### src/rtl/msi_pkg.sv
// Package: shared decode result type for the message-signalled interrupt decoder.
// Assumes one write per cycle at most.
package msi_pkg;

    // Decoded action for the write seen in the current cycle
    typedef struct packed {
        logic fire;     // raise the line selected by the slot
        logic set_err;  // out-of-range slot: set the sticky flag
        logic clr_err;  // clear-slot write carrying a 1 in bit 0
    } msi_dec_t;

endpackage

### src/rtl/msi_addr_decode.sv
// Module: msi_addr_decode
// Compares the upper address bits with the window base. Splits the offset
// into an 8-byte slot number and classifies the write as interrupt,
// out-of-range or flag-clear. Purely combinational. Assumes WIN_BITS > 3.
module msi_addr_decode
    import msi_pkg::*;
#(
    parameter int          ADDR_W    = 32,
    parameter int          WIN_BITS  = 16,
    parameter logic [ADDR_W-1:0] BASE_ADDR = 32'hFBE1_0000,
    parameter int          NUM_LINES = 63,
    localparam int         SLOT_W    = WIN_BITS - 3
) (
    input  logic              valid_i,
    input  logic [ADDR_W-1:0] addr_i,
    input  logic              data0_i,
    input  logic              strb0_i,
    output logic [SLOT_W-1:0] slot_o,
    output msi_dec_t          dec_o
);

    logic in_win;
    logic clr_slot;
    logic in_range;

    // Window hit, slot extraction and classification of the write
    always_comb begin
        in_win   = valid_i && (addr_i[ADDR_W-1:WIN_BITS] == BASE_ADDR[ADDR_W-1:WIN_BITS]);
        slot_o   = addr_i[WIN_BITS-1:3];
        clr_slot = &slot_o;
        in_range = (int'(slot_o) < NUM_LINES);
        dec_o.fire    = in_win && in_range;
        dec_o.set_err = in_win && !in_range && !clr_slot;
        dec_o.clr_err = in_win && clr_slot && strb0_i && data0_i;
    end

endmodule

### src/rtl/msi_pulse_gen.sv
// Module: msi_pulse_gen
// One register per managed line. A line goes high for one cycle after the
// edge on which its slot fired. Assumes NUM_LINES fits within the slot space.
module msi_pulse_gen #(
    parameter int  NUM_LINES = 63,
    parameter int  SLOT_W    = 13
) (
    input  logic                 clk,
    input  logic                 rst_n,
    input  logic                 fire_i,
    input  logic [SLOT_W-1:0]    slot_i,
    output logic [NUM_LINES-1:0] pulse_o
);

    for (genvar i = 0; i < NUM_LINES; i++) begin : g_line
        // Register this line's pulse for the write accepted on this edge
        always_ff @(posedge clk) begin
            if (!rst_n) pulse_o[i] <= 1'b0;
            else        pulse_o[i] <= fire_i && (slot_i == SLOT_W'(i));
        end
    end

endmodule

### src/rtl/msi_err_flag.sv
// Module: msi_err_flag
// Sticky out-of-range flag. Set wins because set and clear cannot come
// from the same write.
module msi_err_flag (
    input  logic clk,
    input  logic rst_n,
    input  logic set_i,
    input  logic clr_i,
    output logic err_o
);

    // Hold the flag until an explicit clear
    always_ff @(posedge clk) begin
        if (!rst_n)     err_o <= 1'b0;
        else if (set_i) err_o <= 1'b1;
        else if (clr_i) err_o <= 1'b0;
    end

endmodule

### src/rtl/msi_write_decoder.sv
// Module: msi_write_decoder (top)
// Takes posted writes into a fixed window and emits one-cycle interrupt
// pulses on lines FIRST_LINE .. LAST_LINE-1. Assumes the downstream
// controller latches rising edges.
module msi_write_decoder
    import msi_pkg::*;
#(
    parameter int          ADDR_W     = 32,
    parameter int          DATA_W     = 32,
    parameter int          WIN_BITS   = 16,
    parameter logic [ADDR_W-1:0] BASE_ADDR = 32'hFBE1_0000,
    parameter int          FIRST_LINE = 96,
    parameter int          LAST_LINE  = 159,
    localparam int         STRB_W     = DATA_W / 8,
    localparam int         NUM_LINES  = LAST_LINE - FIRST_LINE,
    localparam int         SLOT_W     = WIN_BITS - 3
) (
    input  logic              clk,
    input  logic              rst_n,
    input  logic              wr_valid_i,
    output logic              wr_ready_o,
    input  logic [ADDR_W-1:0] wr_addr_i,
    input  logic [DATA_W-1:0] wr_data_i,
    input  logic [STRB_W-1:0] wr_strb_i,
    output logic [LAST_LINE-1:0] irq_o,
    output logic              oor_err_o
);

    msi_dec_t              dec;
    logic [SLOT_W-1:0]     slot;
    logic [NUM_LINES-1:0]  pulses;
    logic                  unused_bits;

    assign unused_bits = ^{wr_data_i[DATA_W-1:1], wr_strb_i[STRB_W-1:1], wr_addr_i[2:0]};
    assign wr_ready_o  = 1'b1;

    msi_addr_decode #(
        .ADDR_W   (ADDR_W),
        .WIN_BITS (WIN_BITS),
        .BASE_ADDR(BASE_ADDR),
        .NUM_LINES(NUM_LINES)
    ) u_dec (
        .valid_i(wr_valid_i),
        .addr_i (wr_addr_i),
        .data0_i(wr_data_i[0]),
        .strb0_i(wr_strb_i[0]),
        .slot_o (slot),
        .dec_o  (dec)
    );

    msi_pulse_gen #(
        .NUM_LINES(NUM_LINES),
        .SLOT_W   (SLOT_W)
    ) u_pulse (
        .clk    (clk),
        .rst_n  (rst_n),
        .fire_i (dec.fire),
        .slot_i (slot),
        .pulse_o(pulses)
    );

    msi_err_flag u_err (
        .clk  (clk),
        .rst_n(rst_n),
        .set_i(dec.set_err),
        .clr_i(dec.clr_err),
        .err_o(oor_err_o)
    );

    assign irq_o[LAST_LINE-1:FIRST_LINE] = pulses;
    if (FIRST_LINE > 0) begin : g_low_zero
        assign irq_o[FIRST_LINE-1:0] = '0;
    end

endmodule

### config.mk
export PLATFORM = sky130hd
export DESIGN_NAME = msi_write_decoder
export DESIGN_NICKNAME = d
export VERILOG_FILES = /design/src/rtl/msi_pkg.sv /design/src/rtl/msi_addr_decode.sv /design/src/rtl/msi_pulse_gen.sv /design/src/rtl/msi_err_flag.sv /design/src/rtl/msi_write_decoder.sv
export SDC_FILE = /design/constraint.sdc
export NUM_CORES = 1
export LEC_CHECK = 0
export ABC_AREA = 1
export BUFFER_PORTS_ARGS = -buffer_cell sky130_fd_sc_hd__buf_4
export CAP_MARGIN = 40
export CORE_MARGIN = 1.5
export CORE_UTILIZATION = 35
export CTS_CLUSTER_DIAMETER = 30
export DETAILED_ROUTE_END_ITERATION = 7
export PLACE_DENSITY = 0.76
export SLEW_MARGIN = 40
export SYNTH_ARGS = -nofsm -noshare
export SYNTH_HDL_FRONTEND = slang
export SYNTH_HIERARCHICAL = 1
export SYNTH_SLANG_ARGS = --single-unit
### constraint.sdc
create_clock -name clk -period 1.39 [get_ports clk]
set_clock_uncertainty 0.05 [all_clocks]
set_input_delay 0.278 -clock clk [delete_from_list [all_inputs] [get_ports clk]]
set_output_delay 0.278 -clock clk [all_outputs]
set_load 0.1 [all_outputs]
After elaboration in Yosys (flattened, before gate mapping)
Cells that the tools add are included.
- register bits after elaboration: 64
- bits of input ports: 71
- output and inout bits: 161
- word-level logic and storage cells: 205
- magnitude comparators: 1
- eq/ne operators: 63
- muxes and demuxes: 2
- reduce and logical (&&, ||, !) cells: 75
- operator list (operator ; number):
    13-bit by 6-bit equality test with 1-bit output (second input constant) ; 31
    13-bit by 5-bit equality test with 1-bit output (second input constant) ; 16
    13-bit by 4-bit equality test with 1-bit output (second input constant) ; 8
    1-bit logical AND ; 70
    13-bit by 3-bit equality test with 1-bit output (second input constant) ; 4
    13-bit by 2-bit equality test with 1-bit output (second input constant) ; 2
    16-bit equality test (second input constant) ; 1
    13-bit by 1-bit equality test with 1-bit output (second input constant) ; 1
    13-bit zero test ; 1
    13-bit by 6-bit < comparator with 1-bit output (second input constant) ; 1
    13-bit AND reduction ; 1
    1-bit zero test ; 2
    1-bit two-way mux ; 2
    2-bit nonzero test ; 1

Logic depth before layout (Yosys ltp)
- depth after elaboration: 7
- depth in mapped cells: 10
- gate-level depth less buffers: 10

Cells and area by module
The synthesis kept the hierarchy.
- by module, submodules not included (module ; instances ; cells an instance ; area an instance (µm²) ; seq. area each (µm²)):
    msi_pulse_gen ; 1 ; 187 ; 1784.2 ; 1261.2
    msi_write_decoder ; 1 ; 99 ; 735.7 ; 0.0
    msi_addr_decode ; 1 ; 64 ; 314.1 ; 0.0
    msi_err_flag ; 1 ; 6 ; 43.8 ; 20.0

Least setup slack after synthesis
Ideal clock, no wire load.
- path kind: input -> register
- start point: input wr_addr_i[19]
- end point: register u_pulse.pulse_o[0]
- data arrival time: 1283 ps
- required time: 1275 ps
- slack: -8 ps
- cell stages on the path: 9
- path buffers: 0
- cell sequence: nor2_1 nand2_1 nor2_2 nand3_2 nor2_1 nand2_1 nor3_1 nand2_1 nor2_1
- RTL lines (item ; RTL line ; source):
    start: declaration ; msi_write_decoder.sv:22 ; input logic [ADDR_W-1:0] wr_addr_i,
    end signal: indexed assignment ; msi_pulse_gen.sv:19 ; else pulse_o[i] <= fire_i && (slot_i == SLOT_W'(i));
    end: declaration ; msi_pulse_gen.sv:12 ; output logic [NUM_LINES-1:0] pulse_o

==> metrics.txt <==
final wirelength=5.82 mm; Seq/Total Area, Yosys=44.5%; count of final hold-check violations=0; leading area contributor after synthesis=dfxtp_1; Post-Syn Area=2880 um^2; Total Routing Usage GR=13.2%; Layout Area Growth over Synthesis=26.0%; initial antenna violation count=0; Final Max Tran Viols=0; Root Buffer=clkbuf_8; hpwl dp=4.53 mm; Skew-Pair Late Insertion Delay=0.33 ns; GP Congestion=0.749; post-cts hold buffer count=0; DP Area=3330 um^2; power share of the combinational group=26.7%; Initial DRT Pass Iterations=4; crit path max fanout=4; Unique masters post-synth=15; Syn. warnings=6; TritonCTS clock tree=yes; register bit total from synthesis=64; Reg power frac=37.1%; hold-critical path depth=3; Rows=32; Sw Share=39.3%; vias in the first global route=1831; top cell type's share of synthesized area=44.5%; chip width=93.7 um; Peak VDD IR=920 uV; cts bufs inserted=9; worst hold slack=0.136 ns; H-tree depth=3; PwrDens=1360 nW/um^2; CP Cell Sequence=buf_4 > nor2_1 > nand2_1 > nor2_2 > nand3_2 > nor2_2 > nand2_2 > nor3_4 > nand2_2 > nor2_1; Critical Path RT=1.60 ns; kind of cell adding the most delay to the critical path=simple AND/OR/NAND/NOR gates; Die Y=93.7 um; layout cell share with drive strength beyond 1=33.8%; io pins=232; Buf/Inv on CP=1; RSZ-0062 raised after global routing=true; Worst Setup Path Type=in -> reg; Antenna Nets Post-Route=0; Hold Crit Class=in -> reg; nets@finish=531; vias=2122; fin crit share=96.3%; GRT overflow=0; Multi-input gate area=1040 um^2; die area=8780 um^2; Reg2Reg Depth=2; cell area after layout=3630 um^2; Internal Power=3000 uW; FMAX=747 MHz; cell count along the critical path=10; antenna cell count=0; maximum buffer depth of the clock tree=2; synthesized area per cell=8.08 um^2; part of the power in the clock network=36.2%; Leak=0.00182 uW; first-pass GRT wire length=8.77 mm; Clk pin slew, worst setup/hold paths=0.07 ns; drt first-iter violations=74; synthesized instance count=356; startpoint types=primary input; drt via density=3.74; outcome=finished, final reports clean; Max-cap violations=0; Period minus WS final=1.34 ns; CP max stage delay=0.30 ns; largest net degree at the start of global routing=17; slowest CP cell=nor3_4; DRC=0; CTS sink cnt=64; CP Data Arrival Time=1.55 ns; fillers=772; DR WL/cell=10.3 um; setup TNS=0 ns; dominant cells by area after synthesis=dfxtp_1 45%, buf_4 29%, nor2_1 11%; register area=1280 um^2; setup violators final=0; switching power=1940 uW; IO buf count=97; CP Capture Type=flop; fin util=46.2%; Starting Density=36.7%; core footprint=7850 um^2
## routing by layer
metal / share of wire (%) / vias to the layer above / GRT usage, %
li1: - / 1052 / -
met1: 37 / 946 / 13.3
met4: 0.82 / 0 / 3.73
met2: 53 / 117 / 25.0
met5: 0 / - / 0
met3: 9.9 / 7 / 4.85
## worst paths after layout
path,from,slack [ns],end
setup / recovery,wr_addr_i[19],0.05,u_pulse/pulse_o[19]
hold / removal,rst_n,0.14,u_err/err_o
setup reg to reg,u_err/err_o,0.76,u_err/err_o
hold reg to reg,u_err/err_o,0.43,u_err/err_o
## cell type report
type,instances,area share [%]
repair buffers,112,23.3
clock inverters,6,2.52
inverters,27,2.80
well taps,102,3.52
multi-input cells,246,28.7
flip-flops and latches,64,35.3
clock buffers,10,3.80
## cells by family (layout without fill, tap and decap cells)
kind of cell,count (synthesis),in the layout,synth area share [%]
buffers and inverters,141,155,33.8
DFF,64,64,44.5
AOI/OAI and AO/OA,1,1,0.304
and+or+nand+nor,148,148,21.1
other,2,97,0.261
## worst min-delay path, cell delays in order
cell,delay (ns)
buf_4,0.12
inv_1,0.06
a21oi_2,0.03
## timing repair
| action | CTS | global route |
|---|---|---|
| buffers inserted | 0 | 1 |
| endpoints found under the setup margin | 0 | 63 |
| gates resized for setup | 0 | 19 |
## state kept, by name, summed over array words and instances, names as in the netlist
signal,cells
u_err/err_o,1
u_pulse/pulse_o,63
## metrics by stage
stage	instances	power [uW]	setup slack, ns
after floorplan	451	3300	0.0723
after global placement	550	3180	-0.268
after detailed placement	550	3180	-0.312
after CTS	566	4960	0.0200
after global routing	567	5090	-0.0721
final	567	4940	0.0517
## cell usage after synthesis
| cell type | instances |
|---|---|
| nand2_1 | 43 |
| dfxtp_1 | 64 |
| buf_4 | 110 |
| nor2_2 | 4 |
| nand3b_1 | 2 |
| nand2_2 | 4 |
| a21oi_2 | 1 |
| buf_6 | 4 |
| nor2_4 | 1 |
| nor2_1 | 84 |
| nor3_1 | 2 |
| nand3_2 | 1 |
| nand3_1 | 7 |
| inv_1 | 27 |
| conb_1 | 2 |
## cell usage in the layout, fill, tap and decap left out, types with 2 or more instances in the layout
cell	count
nand3_1	3
clkinv_4	2
buf_4	111
nor2_2	9
conb_1	97
inv_1	25
nand2_2	9
nand3b_1	2
dfxtp_1	64
nor2_1	79
clkbuf_8	10
nand2_1	38
inv_2	2
bufinv_16	2
nand3_2	5
## power by group through the flow
stage / Clock (uW) / Combinational [uW] / Sequential [uW]
floorplan: 0 / 1430 / 1870
global route: 1900 / 1350 / 1830
finish: 1790 / 1320 / 1830
CTS: 1820 / 1310 / 1830
global placement: 0 / 1300 / 1870
detailed placement: 0 / 1310 / 1870
Power figures use the tool's default switching activity.
